==> config.mk <==
export PLATFORM = sky130hd
export DESIGN_NAME = adcseq_top
export DESIGN_NICKNAME = d
export VERILOG_FILES = /design/src/rtl/adcseq_pkg.sv /design/src/rtl/adcseq_timer.sv /design/src/rtl/adcseq_mode.sv /design/src/rtl/adcseq_frame.sv /design/src/rtl/adcseq_top.sv
export SDC_FILE = /design/constraint.sdc
export NUM_CORES = 1
export LEC_CHECK = 0
export BUFFER_PORTS_ARGS = -buffer_cell sky130_fd_sc_hd__buf_2
export CORE_ASPECT_RATIO = 1.1
export CORE_MARGIN = 2
export CORE_UTILIZATION = 55
export DETAILED_ROUTE_END_ITERATION = 8
export PLACE_DENSITY = 0.79
export SETUP_SLACK_MARGIN = 0.5
export SLEW_MARGIN = 20
export SYNTH_ARGS = -nofsm -noshare
export SYNTH_HDL_FRONTEND = slang
export SYNTH_SLANG_ARGS = --single-unit
==> constraint.sdc <==
create_clock -name clk -period 5.33 [get_ports clk]
set_input_delay 1.3325 -clock clk [delete_from_list [all_inputs] [get_ports clk]]
set_output_delay 1.3325 -clock clk [all_outputs]
set_load 0.1 [all_outputs]
==> src/rtl/adcseq_pkg.sv <==
package adcseq_pkg;

    localparam int RES_W   = 24;
    localparam int SUB_W   = 4;
    localparam int FRAME_W = 4 + RES_W + SUB_W;

    typedef enum logic [1:0] {
        ST_POR   = 2'd0,
        ST_CONV  = 2'd1,
        ST_SLEEP = 2'd2,
        ST_OUT   = 2'd3
    } seq_state_e;

    typedef struct packed {
        logic             sign;
        logic             xrange;
        logic [RES_W-1:0] mag;
        logic [SUB_W-1:0] sub;
    } conv_word_t;

    // flag(0), fixed(0), sign, range, magnitude, sub-LSB bits
    function automatic logic [FRAME_W-1:0] pack_frame(input conv_word_t w);
        return {1'b0, 1'b0, w.sign, w.xrange, w.mag, w.sub};
    endfunction

endpackage

==> src/rtl/adcseq_timer.sv <==
module adcseq_timer #(
    parameter int W = 8
) (
    input  logic         clk,
    input  logic         rst,
    input  logic         clr,
    output logic [W-1:0] cnt
);
    localparam logic [W-1:0] TOP = {W{1'b1}};

    always_ff @(posedge clk) begin
        if (rst || clr)
            cnt <= '0;
        else if (cnt != TOP)
            cnt <= cnt + W'(1);
    end
endmodule

==> src/rtl/adcseq_mode.sv <==
module adcseq_mode (
    input  logic clk,
    input  logic rst,
    input  logic active,
    input  logic por_done,
    input  logic cs_n_i,
    input  logic sck_lvl_i,
    output logic ext_next,
    output logic ext_q
);
    logic cs_q;
    logic cs_fall;

    assign cs_fall = cs_q & ~cs_n_i;

    always_comb begin
        if (por_done)
            ext_next = ~sck_lvl_i;
        else
            ext_next = ext_q | (active & cs_fall & ~sck_lvl_i);
    end

    always_ff @(posedge clk) begin
        if (rst) begin
            cs_q  <= 1'b1;
            ext_q <= 1'b0;
        end else begin
            cs_q  <= cs_n_i;
            ext_q <= ext_next;
        end
    end
endmodule

==> src/rtl/adcseq_frame.sv <==
module adcseq_frame #(
    parameter int FW   = 32,
    parameter int PH_W = 6
) (
    input  logic            clk,
    input  logic            rst,
    input  logic            load,
    input  logic [FW-1:0]   word_in,
    input  logic [PH_W-1:0] ph,
    output logic            bit_o
);
    localparam int IW = $clog2(FW);

    logic [FW-1:0] frame_q;
    logic [PH_W:0] sum;
    logic [PH_W:0] half_idx;
    logic [PH_W:0] idx;

    always_ff @(posedge clk) begin
        if (rst)
            frame_q <= '0;
        else if (load)
            frame_q <= word_in;
    end

    // A new bit appears at each odd (low) phase; the even phase that follows holds it.
    always_comb begin
        sum      = {1'b0, ph} + (PH_W+1)'(1);
        half_idx = sum >> 1;
        idx      = (PH_W+1)'(FW - 1) - half_idx;
        bit_o    = frame_q[idx[IW-1:0]];
    end
endmodule

==> src/rtl/adcseq_top.sv <==
module adcseq_top
    import adcseq_pkg::*;
#(
    parameter int POR_CYC  = 16,
    parameter int CONV_CYC = 64,
    parameter int HALF_CYC = 3
) (
    input  logic             clk,
    input  logic             rst,
    input  logic             cs_n_i,
    input  logic             sck_lvl_i,
    input  logic             sign_i,
    input  logic             xrange_i,
    input  logic [RES_W-1:0] mag_i,
    input  logic [SUB_W-1:0] sub_i,
    output logic             sck_o,
    output logic             sck_oe_o,
    output logic             sdo_o,
    output logic [1:0]       state_o,
    output logic             ext_mode_o
);
    localparam int MAX_A  = (POR_CYC > CONV_CYC) ? POR_CYC : CONV_CYC;
    localparam int MAX_C  = (MAX_A > HALF_CYC) ? MAX_A : HALF_CYC;
    localparam int CNT_W  = $clog2(MAX_C + 1);
    localparam int PHASES = 2 * FRAME_W - 1;
    localparam int PH_W   = $clog2(PHASES + 1);

    localparam logic [CNT_W-1:0] POR_LAST  = CNT_W'(POR_CYC - 1);
    localparam logic [CNT_W-1:0] CONV_LAST = CNT_W'(CONV_CYC - 1);
    localparam logic [CNT_W-1:0] HALF_LAST = CNT_W'(HALF_CYC - 1);
    localparam logic [PH_W-1:0]  PH_LAST   = PH_W'(PHASES - 1);

    seq_state_e       st_q, st_d;
    logic [CNT_W-1:0] cnt;
    logic             cnt_clr;
    logic [PH_W-1:0]  ph_q, ph_d;
    logic             load;
    logic             por_done;
    logic             active;
    logic             ext_next;
    logic             ext_q;
    logic             shift_bit;
    conv_word_t       word;

    assign word     = '{sign: sign_i, xrange: xrange_i, mag: mag_i, sub: sub_i};
    assign por_done = (st_q == ST_POR) && (cnt == POR_LAST);
    assign active   = (st_q != ST_POR);

    adcseq_timer #(.W(CNT_W)) u_timer (
        .clk (clk),
        .rst (rst),
        .clr (cnt_clr),
        .cnt (cnt)
    );

    adcseq_mode u_mode (
        .clk       (clk),
        .rst       (rst),
        .active    (active),
        .por_done  (por_done),
        .cs_n_i    (cs_n_i),
        .sck_lvl_i (sck_lvl_i),
        .ext_next  (ext_next),
        .ext_q     (ext_q)
    );

    adcseq_frame #(.FW(FRAME_W), .PH_W(PH_W)) u_frame (
        .clk     (clk),
        .rst     (rst),
        .load    (load),
        .word_in (pack_frame(word)),
        .ph      (ph_q),
        .bit_o   (shift_bit)
    );

    always_comb begin
        st_d    = st_q;
        ph_d    = ph_q;
        cnt_clr = 1'b0;
        load    = 1'b0;
        unique case (st_q)
            ST_POR: begin
                if (por_done) begin
                    st_d    = ST_CONV;
                    cnt_clr = 1'b1;
                end
            end
            ST_CONV: begin
                if (cnt == CONV_LAST) begin
                    st_d    = ST_SLEEP;
                    cnt_clr = 1'b1;
                    load    = 1'b1;
                end
            end
            ST_SLEEP: begin
                if (!ext_next && (cnt >= HALF_LAST) && !cs_n_i) begin
                    st_d    = ST_OUT;
                    ph_d    = '0;
                    cnt_clr = 1'b1;
                end
            end
            ST_OUT: begin
                if (ext_next) begin
                    st_d    = ST_SLEEP;
                    cnt_clr = 1'b1;
                end else if (cnt == HALF_LAST) begin
                    cnt_clr = 1'b1;
                    if (ph_q == PH_LAST)
                        st_d = ST_CONV;
                    else
                        ph_d = ph_q + PH_W'(1);
                end
            end
            default: st_d = ST_POR;
        endcase
    end

    always_ff @(posedge clk) begin
        if (rst) begin
            st_q <= ST_POR;
            ph_q <= '0;
        end else begin
            st_q <= st_d;
            ph_q <= ph_d;
        end
    end

    assign sck_oe_o   = active && !ext_q;
    assign sck_o      = (st_q == ST_OUT) ? ~ph_q[0] : (st_q != ST_SLEEP);
    assign sdo_o      = (st_q == ST_OUT) ? shift_bit : (st_q != ST_SLEEP);
    assign state_o    = st_q;
    assign ext_mode_o = ext_q;
endmodule

-- Word level (Yosys, flattened, before mapping)
Cells that the tools add are included.
- magnitude comparators: 2
- bitwise logic cells: 7
- reductions and logical operators: 13
- mux-type cells: 24
- $add $sub $neg: 4
- equal/unequal tests: 17
- operators by type and width (kind ; number):
    6-bit two-way mux ; 4
    2-bit inequality test, second input constant ; 7
    6-bit by 1-bit adder with 6-bit output, second input constant ; 2
    2-bit two-way mux ; 6
    6-bit case mux with 2 select lines ; 1
    1-bit two-way mux ; 10
    5-bit AND reduction ; 2
    2-bit case mux with 4 select lines ; 1
    7-bit by 1-bit adder with 7-bit output, second input constant ; 1
    7-bit by 2-bit == test with 1-bit output, second input constant ; 1
    7-bit by 4-bit == test with 1-bit output, second input constant ; 1
    7-bit by 6-bit == test with 1-bit output, second input constant ; 1
    7-bit by 2-bit greater-or-equal comparator with 1-bit output, second input constant ; 1
    7-bit inequality test, second input constant ; 1
    6-bit == test, second input constant ; 1
    5-bit by 6-bit less-than comparator with 1-bit output, second input constant ; 1
    3-bit inequality test, second input constant ; 2
    1-bit binary-select mux with 5-bit select ; 1
    5-bit subtractor, first input constant ; 1
    2-bit == test, second input constant ; 2
    1-bit logical AND ; 4
    1-bit case mux with 4 select lines ; 1
    2-bit nonzero test ; 2
    1-bit bitwise AND ; 3
    other kinds (6) ; 10
- input port bits: 34
- logic and storage cells: 73
- register bits: 47
- output and inout bits: 6

-- Depth between registers and ports, before layout
- depth in word-level cells: 12
- gate-level depth with buffers: 8
- gate-level depth less buffers: 7

-- By module
From an unflattened synthesis, not the netlist that was laid out.
- cells, all modules: 288
- area, all modules: 2576.2 um^2
- by module, submodules not included (module ; sequential area each (um^2) ; times used ; cells each ; area each (um^2)):
    adcseq_frame ; 640.6 ; 1 ; 164 ; 1526.5
    adcseq_top ; 160.2 ; 1 ; 80 ; 650.6
    adcseq_timer ; 140.1 ; 1 ; 36 ; 317.8
    adcseq_mode ; 40.0 ; 1 ; 8 ; 81.3

-- Worst setup path after synthesis
Ideal clock, no wire load.
- kind: flip-flop to output port
- start point: reg ph_q[0]
- end point: out sdo_o
- buffers on the path: 1
- data required time: 3998 ps
- arrival: 3791 ps
- cell stages (with the launch flop): 8
- setup slack: 206 ps
- path through: dfxtp_1 inv_1 ha_1 buf_4 mux4_1 mux2i_1 a22o_1 o311ai_1
- longest elaborated chain between the ends: 5
- ends and longest elaborated chain (what ; RTL line ; RTL):
    start: declaration ; adcseq_top.sv:36 ; logic [PH_W-1:0] ph_q, ph_d;
    start signal: assignment ; adcseq_top.sv:124 ; ph_q <= ph_d;
    6-bit by 1-bit adder with 6-bit output ; adcseq_frame.sv:28 ; sum = {1'b0, ph} + (PH_W+1)'(1);
    5-bit subtractor ; adcseq_frame.sv:30 ; idx = (PH_W+1)'(FW - 1) - half_idx;
    1-bit binary-select mux with 5-bit select ; adcseq_frame.sv:31 ; bit_o = frame_q[idx[IW-1:0]];
    1-bit two-way mux (implied by the code) ; adcseq_frame.sv:31 ;
    1-bit two-way mux ; adcseq_top.sv:130 ; assign sdo_o = (st_q == ST_OUT) ? shift_bit : (st_q != ST_SLEEP);
    end: declaration ; adcseq_top.sv:18 ; output logic sdo_o,
Every way passes these cells. The select of a mux whose other input is x is not followed.

-- Worst setup path after layout
Same ends and word-level chain as after synthesis.

==> impl_metrics.csv <==
group,metric,value,unit
cells_and_area,nNetsFinal,307,
outcome,status,"finished, final reports clean",
cts,clk_pin_slew,0.09,ns
floorplan,dieArea,4720,um^2
worst_setup_path,path_class,"reg2out",
route,drt_iter0_drc,135,
logic_synthesis,synthCells,234,
cts,ctsResizeCount,0,
flow_run,maxCapViolCount,0,
power,powerDensity,227,nW/um^2
logic_synthesis,netlist_top_cells_count,"47 x dfxtp_1, 42 x nor2_1, 33 x mux2i_1",
logic_synthesis,yosysSeqAreaShare,0.409,
logic_synthesis,synth_warnings,0,
sta,fin_crit_sh,0.807,
cts,cts.hold.buffers_added,0,
worst_setup_path,path_max_fanout,9,
worst_setup_path,cp-end-kind,"output pin",
route,drtAntennaViolNets,0,
power,ir_drop,0.000148,V
logic_synthesis,yosysTopAreaCellShare,0.409,
floorplan,start_util,0.576,
cts,post_cts_buffers,0,
floorplan,core_area,3990,um^2
logic_synthesis,ys_ff_latch,47,
logic_synthesis,syn_nets,272,
sta,clock_skew,0.00864,ns
logic_synthesis,synth_edf_count,0,
floorplan,die_height,71.9,um
sta,layout_min_cycle_time,4.30,ns
cts,tritoncts,"built",
worst_setup_path,critPathBufInv,2,
cts,cts_buffers,5,
route,first_pass_iters,4,
cells_and_area,area_growth,13.1,%
grt,antenna_found_initial,0,
worst_setup_path,crit_family,"multiplexers",
sta,rsz0062_at_grt,"no",
cts,clk_latency,0.29,ns
floorplan,die_x,65.7,um
sta,tns,0,ns
sta,hold_viol,0,
placed_design,gp_congestion,0.828,
sta,relSlewSlack,0.268,
grt,grt_pass1_vias,1794,
logic_synthesis,post-synth-top-count-cell,"dfxtp_1",
worst_setup_path,cp.arrival,2.97,ns
cells_and_area,drive_gt1_frac,0.207,
worst_setup_path,cp_slowest_cell,"mux4_1",
route,vias,1828,
route,vias_per_cell,5.68,
worst_setup_path,max_stage_delay,0.59,ns
logic_synthesis,syn-cell-area,2300,um^2
worst_setup_path,crit_chain,"inv_1, ha_1, mux4_1, mux4_2, nand3_1, o311ai_2, buf_2",
sta,maxSlewViolCount,0,
worst_setup_path,required,4.00,ns
grt,grt_use_total,0.213,
power,leakagePower,1.01,nW
cells_and_area,final_util,0.652,
logic_synthesis,avgSynthCellArea,9.84,um^2
floorplan,placementRows,24,
logic_synthesis,yosysTopAreaCell,"dfxtp_1",
cts,cts_sinks,47,
floorplan,ios,40,
worst_setup_path,start_kind,"register",
grt,overflow,0,
placed_design,port_buffers,39,
grt,grt_max_degree,41,
route,wl_per_cell,14.4,um
sta,clock.fmax,0.233,GHz
logic_synthesis,synthDistinctLibCells,40,
route,routed_wl,4630,um
sta,final-setup-viol-count,0,
cells_and_area,diodes,0,
route,drc,0,
logic_synthesis,async_reset_ff_frac,0,
grt,grt_pass1_wl,7870,um
logic_synthesis,synth_ff_type,"dfxtp_1",
cts,clockRootBuffer,"clkbuf_8",
cts,cts_max_level,2,
placed_design,place_hpwl,3440,um
cts,max-clock-path-buffers,2,
sta,worst_pin_slew,1.08,ns
worst_hold_path,hp-class,"reg2reg",
logic_synthesis,ys_top_cells_by_area,"dfxtp_1 41%, mux2i_1 14%, mux4_1 6.8%",
flip-flops by register name (all words and copies together), names as in the netlist:
name,flops
u_mode.cs_q,1
state_o,2
u_timer.cnt,7
ph_q,6
u_frame.frame_q,30
u_mode.ext_q,1
kinds of logic (layout without fill, tap and decap cells):
family	Yosys count	after routing	share of synthesized area
DFF	47	47	0.409
adders and majority gates	4	4	0.0217
and+or+nand+nor	84	84	0.179
AOI/OAI and AO/OA	34	34	0.0946
buffers and inverters	17	53	0.0348
xor gates and xnor gates	7	7	0.0299
muxes	41	41	0.232
worst min-delay path, delay by kind of cell, from the launching register on:
kind / cells / cell delay, ns
multiplexers: 1 / 0.06
flip-flops: 1 / 0.33
AND/OR/NAND/NOR: 1 / 0.07
layout by cell type (no fill, tap or decap), types with 2 or more instances in the layout:
cell type,synthesis,routed
or4b_1,2,2
mux4_2,2,2
mux2i_1,33,33
inv_1,6,6
a31oi_1,4,4
a21oi_1,9,9
buf_2,1,39
or3_1,2,2
xor2_1,2,2
clkbuf_8,0,5
nor2_1,42,41
clkinv_2,0,3
or4_1,2,2
nand3_1,11,11
nand2_1,7,7
xnor2_1,4,4
a21o_1,2,2
ha_1,4,4
mux4_1,6,6
o21ai_0,7,7
nand2b_1,2,2
or2_2,2,2
and3_1,3,3
o21ai_1,2,2
dfxtp_1,47,47
o2111ai_1,3,3
nor3_1,5,5
report_power, final:
group / internal (mW) / switching [mW]
clock: 0.0900 / 0.116
sequential: 0.353 / 0.00251
combinational: 0.0137 / 0.0166
stage by stage:
stage | power [mW] | instance area, um^2 | hold slack [ns] | worst slack [ns] | std cells
finish | 0.591 | 2600 | 0.494 | 1.03 | 322
global route | 0.615 | 2600 | 0.530 | 0.879 | 322
CTS | 0.596 | 2600 | 0.497 | 1.00 | 322
detailed placement | 0.394 | 2520 | 0.477 | 1.35 | 314
global placement | 0.394 | 2520 | 0.472 | 1.42 | 314
floorplan | 0.378 | 2310 | 0.451 | 0.534 | 234
final timing paths:
path	startpoint	endpoint	slack (ns)	cells past startpoint
worst max-delay path	ph_q[0]$_SDFFE_PP0P_	sdo_o	1.03	7
worst min-delay path	u_frame.frame_q[26]$_SDFFE_PP0P_	u_frame.frame_q[26]$_SDFFE_PP0P_	0.49	2
worst max register to register	u_timer.cnt[1]$_SDFFE_PP0P_	u_frame.frame_q[20]$_SDFFE_PP0P_	2.90	6
worst min register to register	u_frame.frame_q[26]$_SDFFE_PP0P_	u_frame.frame_q[26]$_SDFFE_PP0P_	0.49	2
area by class of cell:
class                   instances  area [um^2]
fillers                       346         1390
multi-input cells             170         1300
flip-flops and latches         47          941
repair buffers                 39          195
clock buffers                   5         68.8
well taps                      52         65.1
inverters                       6         22.5
clock inverters                 3         15.0
routing by layer:
metal,wire [um],GRT usage,up-vias
met5,0,0,-
met4,96,0.0903,0
met3,198,0.0424,8
met2,2340,0.367,46
met1,2000,0.255,849
li1,-,-,925
No activity file was read; power rests on OpenSTA's default activity.
